$ cat src/rtl/hpu_pkg.sv
package hpu_pkg;
    typedef enum logic [1:0] {
        CTL_CFG      = 2'b00,
        CTL_DATA_INC = 2'b01,
        CTL_PTR      = 2'b10,
        CTL_DATA     = 2'b11
    } ctl_e;

    // pointer slot indices
    localparam int SLOT_WR = 0;
    localparam int SLOT_RD = 1;
    localparam int NSLOT   = 2;
endpackage

$ cat src/rtl/hpu_decode.sv
module hpu_decode
    import hpu_pkg::*;
(
    input  logic             cycle,
    input  logic [1:0]       ctl,
    input  logic             rd,
    input  logic             sel,
    input  logic             dual,
    output logic [NSLOT-1:0] ld,
    output logic [NSLOT-1:0] inc,
    output logic             cfg_wr,
    output logic             cfg_rd,
    output logic             ptr_rd,
    output logic             dreq_rd,
    output logic             dreq_wr
);
    logic ptr_wr, data_any, data_inc;

    always_comb begin
        ptr_wr   = cycle && (ctl == CTL_PTR) && !rd;
        ptr_rd   = cycle && (ctl == CTL_PTR) && rd;
        cfg_wr   = cycle && (ctl == CTL_CFG) && !rd;
        cfg_rd   = cycle && (ctl == CTL_CFG) && rd;
        data_inc = cycle && (ctl == CTL_DATA_INC);
        data_any = cycle && ((ctl == CTL_DATA_INC) || (ctl == CTL_DATA));
        dreq_rd  = data_any && rd;
        dreq_wr  = data_any && !rd;

        ld = '0;
        inc = '0;
        if (dual) begin
            ld[SLOT_RD]  = ptr_wr && sel;
            ld[SLOT_WR]  = ptr_wr && !sel;
            inc[SLOT_RD] = data_inc && rd;
            inc[SLOT_WR] = data_inc && !rd;
        end else begin
            ld  = {NSLOT{ptr_wr}};
            inc = {NSLOT{data_inc}};
        end
    end
endmodule

$ cat src/rtl/hpu_pointer.sv
module hpu_pointer #(
    parameter int ADDR_W     = 32,
    parameter int WORD_BYTES = 4
) (
    input  logic              clk,
    input  logic              rst_n,
    input  logic              load,
    input  logic              inc,
    input  logic [ADDR_W-1:0] load_val,
    output logic [ADDR_W-1:0] ptr
);
    localparam int LSB_W = $clog2(WORD_BYTES);
    localparam logic [ADDR_W-1:0] LOW_MASK = ADDR_W'((1 << LSB_W) - 1);
    localparam logic [ADDR_W-1:0] STEP     = ADDR_W'(WORD_BYTES);

    logic [ADDR_W-1:0] ptr_d, ptr_q;

    always_comb begin
        ptr_d = ptr_q;
        if (load)
            ptr_d = load_val & ~LOW_MASK;
        else if (inc)
            ptr_d = ptr_q + STEP;
    end

    always_ff @(posedge clk or negedge rst_n) begin
        if (!rst_n) ptr_q <= '0;
        else        ptr_q <= ptr_d;
    end

    assign ptr = ptr_q;

    // pointer always word aligned
    a_r11_aligned: assert property (@(posedge clk) disable iff (!rst_n)
        (ptr_q & LOW_MASK) == '0);
    // increment adds one word, modulo width
    a_r11_step: assert property (@(posedge clk) disable iff (!rst_n)
        (inc && !load) |=> ptr_q == $past(ptr_q) + STEP);
    // no enable, no change
    a_r12_hold: assert property (@(posedge clk) disable iff (!rst_n)
        (!inc && !load) |=> $stable(ptr_q));
endmodule

$ cat src/rtl/hostptr_unit.sv
module hostptr_unit
    import hpu_pkg::*;
#(
    parameter int ADDR_W     = 32,
    parameter int WORD_BYTES = 4
) (
    input  logic              clk,
    input  logic              rst_n,
    input  logic              host_cycle,
    input  logic [1:0]        host_ctl,
    input  logic              host_rd,
    input  logic              host_sel,
    input  logic [ADDR_W-1:0] host_wdata,
    output logic [ADDR_W-1:0] host_rdata,
    output logic              dual_mode,
    output logic [ADDR_W-1:0] rd_ptr,
    output logic [ADDR_W-1:0] wr_ptr,
    output logic              rd_req,
    output logic              wr_req,
    output logic [ADDR_W-1:0] req_addr
);
    typedef struct packed {
        logic              mode;
        logic [ADDR_W-1:0] rdata;
        logic              rreq;
        logic              wreq;
        logic [ADDR_W-1:0] raddr;
    } state_t;

    state_t st_d, st_q;

    logic [NSLOT-1:0]  ld, inc;
    logic              cfg_wr, cfg_rd, ptr_rd, dreq_rd, dreq_wr;
    logic [ADDR_W-1:0] ptr_arr [NSLOT];

    hpu_decode u_dec (
        .cycle  (host_cycle),
        .ctl    (host_ctl),
        .rd     (host_rd),
        .sel    (host_sel),
        .dual   (st_q.mode),
        .ld     (ld),
        .inc    (inc),
        .cfg_wr (cfg_wr),
        .cfg_rd (cfg_rd),
        .ptr_rd (ptr_rd),
        .dreq_rd(dreq_rd),
        .dreq_wr(dreq_wr)
    );

    for (genvar g = 0; g < NSLOT; g++) begin : g_ptr
        hpu_pointer #(.ADDR_W(ADDR_W), .WORD_BYTES(WORD_BYTES)) u_ptr (
            .clk     (clk),
            .rst_n   (rst_n),
            .load    (ld[g]),
            .inc     (inc[g]),
            .load_val(host_wdata),
            .ptr     (ptr_arr[g])
        );
    end

    always_comb begin
        st_d      = st_q;
        st_d.rreq = dreq_rd;
        st_d.wreq = dreq_wr;
        if (dreq_rd)      st_d.raddr = ptr_arr[SLOT_RD];
        else if (dreq_wr) st_d.raddr = ptr_arr[SLOT_WR];
        if (cfg_wr) st_d.mode  = host_wdata[0];
        if (cfg_rd) st_d.rdata = ADDR_W'(st_q.mode);
        if (ptr_rd) st_d.rdata = ptr_arr[SLOT_RD];
    end

    always_ff @(posedge clk or negedge rst_n) begin
        if (!rst_n) st_q <= '0;
        else        st_q <= st_d;
    end

    assign host_rdata = st_q.rdata;
    assign dual_mode  = st_q.mode;
    assign rd_ptr     = ptr_arr[SLOT_RD];
    assign wr_ptr     = ptr_arr[SLOT_WR];
    assign rd_req     = st_q.rreq;
    assign wr_req     = st_q.wreq;
    assign req_addr   = st_q.raddr;

    // never both requests
    a_r9_excl: assert property (@(posedge clk) disable iff (!rst_n)
        $onehot0({rd_req, wr_req}));
    // read data cycle reports pre-increment read pointer
    a_r9_rd_addr: assert property (@(posedge clk) disable iff (!rst_n)
        (host_cycle && host_ctl[0] && host_rd) |=> rd_req && req_addr == $past(rd_ptr));
    // write data cycle reports pre-increment write pointer
    a_r9_wr_addr: assert property (@(posedge clk) disable iff (!rst_n)
        (host_cycle && host_ctl[0] && !host_rd) |=> wr_req && req_addr == $past(wr_ptr));
    // plain data cycle keeps pointers
    a_r8_no_move: assert property (@(posedge clk) disable iff (!rst_n)
        (host_cycle && host_ctl == 2'b11) |=> $stable(rd_ptr) && $stable(wr_ptr));
    // config write keeps pointers
    a_r10_keep: assert property (@(posedge clk) disable iff (!rst_n)
        (host_cycle && host_ctl == 2'b00) |=> $stable(rd_ptr) && $stable(wr_ptr));
    // split-mode read increment leaves write pointer
    a_r7_split: assert property (@(posedge clk) disable iff (!rst_n)
        (dual_mode && host_cycle && host_ctl == 2'b01 && host_rd) |=> $stable(wr_ptr));
    // idle cycle changes nothing
    a_r12_idle: assert property (@(posedge clk) disable iff (!rst_n)
        !host_cycle |=> $stable(rd_ptr) && $stable(wr_ptr) && $stable(dual_mode)
                        && $stable(host_rdata) && !rd_req && !wr_req);
endmodule

$ cat config.mk
export PLATFORM = sky130hd
export DESIGN_NAME = hostptr_unit
export DESIGN_NICKNAME = d
export VERILOG_FILES = /design/src/rtl/hpu_pkg.sv /design/src/rtl/hpu_decode.sv /design/src/rtl/hpu_pointer.sv /design/src/rtl/hostptr_unit.sv
export SDC_FILE = /design/constraint.sdc
export NUM_CORES = 1
export LEC_CHECK = 0
export BUFFER_PORTS_ARGS = -buffer_cell sky130_fd_sc_hd__buf_2
export CELL_PAD_IN_SITES_DETAIL_PLACEMENT = 2
export CELL_PAD_IN_SITES_GLOBAL_PLACEMENT = 2
export CORE_MARGIN = 2
export CORE_UTILIZATION = 24
export CTS_CLUSTER_DIAMETER = 50
export DETAILED_ROUTE_END_ITERATION = 7
export HOLD_SLACK_MARGIN = 0.03
export PLACE_DENSITY_LB_ADDON = 0.1
export SLEW_MARGIN = 5
export SYNTH_ARGS = -nofsm -noshare
export SYNTH_HDL_FRONTEND = slang
export SYNTH_SLANG_ARGS = --single-unit
export TNS_END_PERCENT = 10
$ cat constraint.sdc
create_clock -name clk -period 3.9 [get_ports clk]
set_input_delay 0.39 -clock clk [delete_from_list [all_inputs] [get_ports clk]]
set_output_delay 0.39 -clock clk [all_outputs]
set_load 0.02 [all_outputs]
Word level (Yosys, flattened, before mapping)
Cells that the tools add are included.
{ "op_classes": {"n_eq_ne": 3, "mux": 10, "addsub": 2, "reduce_logical": 22} }
{ "op_table": {"columns": ["op", "count"], "rows": [
  ["2-to-1 mux 32 bit", 8],
  ["adder 32 x 3 -> 32 bit (second input constant)", 2],
  ["logical AND 1 bit", 14],
  ["nonzero test 2 bit", 4],
  ["equality test 2 bit (second input constant)", 2],
  ["2-to-1 mux 2 bit", 2],
  ["equality test 2 x 1 -> 1 bit (second input constant)", 1],
  ["logical NOT 1 bit", 2],
  ["logical NOT 2 bit", 1],
  ["logical OR 1 bit", 1]
]} }
{ "word_totals": {"input_bits": 39, "regBits": 131, "out_inout_bits": 131} }

Longest topological paths before layout
{ "depth": {"depth_word": 6, "depth_mapped": 8} }

Hierarchy
A second synthesis with hierarchy kept.
{ "unflattened": {"hier_cells": 615, "hier_area_um2": 6327.3} }
{ "modules_own_cells": {"columns": ["mod", "area_each_um2", "n_inst", "seq_area_each_um2", "cells_each"], "rows": [
  ["hpu_pointer", 1729.2, 2, 750.7, 192],
  ["hostptr_unit", 2782.7, 1, 1676.6, 217],
  ["hpu_decode", 86.3, 1, 0.0, 14]
]} }

Worst setup path after synthesis
Ideal clock, no wire load.
{ "synth_path": {"kind": "reg-to-reg", "start": "register g_ptr[0].u_ptr.ptr_q[2]", "end": "register g_ptr[0].u_ptr.ptr_q[20]", "setup_ps": 126, "required_ps": 3774, "stages_incl_launch_ff": 7, "setup_slack_ps": 1815, "synth_period_minus_slack_ps": 2085, "path_buffers": 0, "t_arrival_ps": 1959, "cell_sequence": "dfrtp_1 -> ha_1 -> nand3_1 -> or4_1 -> nor2_1 -> o21ai_1 -> a221o_1"} }
{ "synth_via": {"elab_chain_len": 3} }
{ "synth_lines": {"columns": ["item", "line", "text"], "rows": [
  ["start: declaration", "hpu_pointer.sv:16", "logic [ADDR_W-1:0] ptr_d, ptr_q;"],
  ["start signal: assignment", "hpu_pointer.sv:28", "else ptr_q <= ptr_d;"],
  ["adder 32 x 3 -> 32 bit", "hpu_pointer.sv:23", "ptr_d = ptr_q + STEP;"],
  ["2-to-1 mux 32 bit", "hpu_pointer.sv:22", "else if (inc)"],
  ["2-to-1 mux 32 bit", "hpu_pointer.sv:20", "if (load)"]
]} }
Every way passes these cells. The select of a mux whose other input is x is not followed.
A chain may end at the register's enable or synchronous reset.

Worst setup path in the final report
{ "layout_path": {"start": "register g_ptr[0].u_ptr.ptr_q[2]", "end": "register g_ptr[0].u_ptr.ptr_q[22]"} }
Same word-level chain as after synthesis.

==> run metrics <==
status=complete, no violations; Global Route Usage Sum=0.200; Post-synth EDFFs=0; number of inserted diodes=0; Syn Area/Cell=8.92 um2; Placement Cell Area=7630 um2; CTS Hold Buffers Added=0; TritonCTS buffer count=17; multi-input logic area=3140 um2; initial antenna violation count=0; sequential share of the synthesized area=0.479; Worst VDD drop=180 uV; Die H=between 150 and 200 um; # rows=60; Max FO, Critical Path=7; Syn-to-layout area delta=26.1%; max-slew violations=0; Setup CP Type=reg2reg; Max Freq=about 410 MHz; clk_skew=around 0.012 ns; DR iter-0 viols=400; CP Capture Type=flip-flop; Pwr Density=just under 600 nW/um2; Vias=6323; Final WS setup=1.47 ns; post-cts sizing count=0; Hold Crit Class=in2async; # Post-CTS Setup Buffers=0; period utilisation layout=0.622; CTS clk-pin slew, worst paths=around 0.060 ns; TritonCTS Sinks=125; vias in the first global route=between 6k and 7k; crit path time final=about 2.4 ns; Port Buffer Count=roughly 160; Cells after Synth=around 730; unrepaired setup endpoints after global routing=false; pin count of the biggest net entering global routing=95; area of the mapped netlist=approximately 6500 um2; post-route insts no fill=1225; MaxCap Viol Count=0; Placer Congestion=between 0.7 and 0.8; clk_lat worst skew=0.43 ns; layout cell share with drive strength beyond 1=0.247; die span in x=roughly 170 um; Worst-Margin Slew=around 1 ns; CTS tree=built; placeable core area=about 27000 um2; Synth Warn #=0; Finished Cell Area=between 8000 and 9000 um2; final hold violations=0; initial core utilization=0.244; 1st-pass router iterations=4; htree depth=4; number of fill cells=between 3k and 4k; clk root buf=clkbuf_16; #FFs+latches synth=around 130; global-route wire length before repair=around 43 mm; Async S/R FF share, synth=1.00; IO Pins=170; Top FF cell, synth=dfrtp_1; worst path required time=around 4.2 ns; Final setup viols=0; clock buffer depth=2; DRC=0; HPWL after DPL=20.7 mm; Die Area=28500 um2; placed cells=between 1k and 1.5k; remaining antenna violation count after routing=0; Worst setup SP type=flip-flop; gr ovfl total=0; count of cell types in the netlist=54; setup total negative slack=0 ns; Final nets=slightly above 900; vias per cell=just over 5; storage element area=around 3100 um2; Max-slew headroom=0.335; Place WS=about 1.3 ns; leakage power=between 0.003 and 0.004 uW; wirelength, routed=around 28 mm; worst hold slack=between 0.04 and 0.05 ns; Critical Path AT=2.70 ns; DR WL/cell=22.9 um
## report_power, final
group	total (uW)	internal [uW]	leakage [uW]	switching, uW
combinational	1130	388	0.00190	743
clock	1660	1030	0.000288	625
sequential	1960	1540	0.00164	425
## registers in the layout, summed over array words and instances (netlist names)
signal           count
dual_mode            1
g_ptr.u_ptr.ptr     60
host_rdata          32
rd_req               1
req_addr            30
wr_req               1
## worst max-delay path: stages (launching register included)
cell	delay, ns
dfrtp_1	0.48
ha_1	0.22
nand3_1	0.27
nor3_1	0.81
a31oi_1	0.18
o21ai_0	0.20
o311ai_1	0.12
## stage by stage
step           power, uW  utilization
2_1_floorplan       2520            -
3_3_place_gp        3080        0.285
3_5_place_dp        3130        0.285
4_1_cts             4820        0.307
5_1_grt             5000        0.307
6_report            4750        0.307
## synth_stat cells (3+ instances only)
library cell	instances	area, um2
nand3_1	26	130
o311ai_1	12	105
a31oi_1	9	56.3
and2_1	8	50.1
a221o_1	8	80.1
a32oi_1	3	26.3
nor2_1	33	124
buf_1	4	15.0
mux2i_1	32	320
a22oi_1	12	90.1
o211ai_1	10	75.1
a21oi_1	13	65.1
nor4_1	6	37.5
and3_1	13	81.3
buf_2	9	45.0
or3_1	3	18.8
nor4_2	3	37.5
dfrtp_1	125	3130
buf_4	6	45.0
nand2_1	158	593
xor2_1	7	61.3
and4_1	5	43.8
o21ai_1	26	130
o21ai_0	85	425
clkbuf_1	39	146
inv_1	8	30.0
nand4_1	16	100
xnor2_1	10	87.6
nor3_1	7	35.0
## metal layers
metal / routed length, um / GRT usage / vias to the layer above
met2: 13300 / 0.326 / 151
met4: 402 / 0.0528 / 0
met5: 0 / 0 / -
met3: 1010 / 0.0309 / 27
met1: 13400 / 0.276 / 3248
li1: - / - / 2897
## layout make-up
cell class	count	area share
clock buffer	20	0.0555
clock inverter	11	0.0172
multi-input combinational	546	0.381
timing repair buffer	174	0.110
inverter	8	0.00365
tap	341	0.0518
sequential	125	0.380
## final timing paths
check | from | endpoint | slack [ns] | cells after the start
worst max-delay path | g_ptr[0].u_ptr.ptr[2]$_DFFE_PN0P_ | g_ptr[0].u_ptr.ptr[22]$_DFFE_PN0P_ | 1.47 | 6
worst min-delay path | rst_n | req_addr[4]$_DFFE_PN0P_ | 0.04 | 1
worst max register to register | g_ptr[0].u_ptr.ptr[2]$_DFFE_PN0P_ | g_ptr[0].u_ptr.ptr[22]$_DFFE_PN0P_ | 1.47 | 6
worst min register to register | host_rdata[16]$_DFFE_PN0P_ | host_rdata[16]$_DFFE_PN0P_ | 0.47 | 2
max in group asynchronous | rst_n | wr_req$_DFF_PN0_ | 2.76 | 2
min in group clk | host_wdata[10] | g_ptr[0].u_ptr.ptr[10]$_DFFE_PN0P_ | 0.22 | 3
## cells in the final DEF (no fill, tap or decap), types with 16 or more instances in the layout
cell type | netlist | final
o21ai_1 | 26 | 26
dfrtp_1 | 125 | 125
mux2i_1 | 32 | 32
nor2_1 | 33 | 33
buf_2 | 9 | 161
nand4_1 | 16 | 16
clkbuf_16 | 0 | 17
nand3_1 | 26 | 26
o21ai_0 | 85 | 85
nand2_1 | 158 | 157
## cells by family (layout without fill, tap and decap cells)
logic type,Yosys count,in the layout,synth area share
AOI/OAI and AO/OA,189,189,0.176
adders and majority gates,2,2,0.00383
xor gates and xnor gates,17,17,0.0228
and+or+nand+nor,299,299,0.223
buffers and inverters,66,213,0.0431
DFF,125,125,0.479
other,1,6,0.000574
muxes,33,33,0.0508
Note: power is estimated with default switching activity, not from simulation.
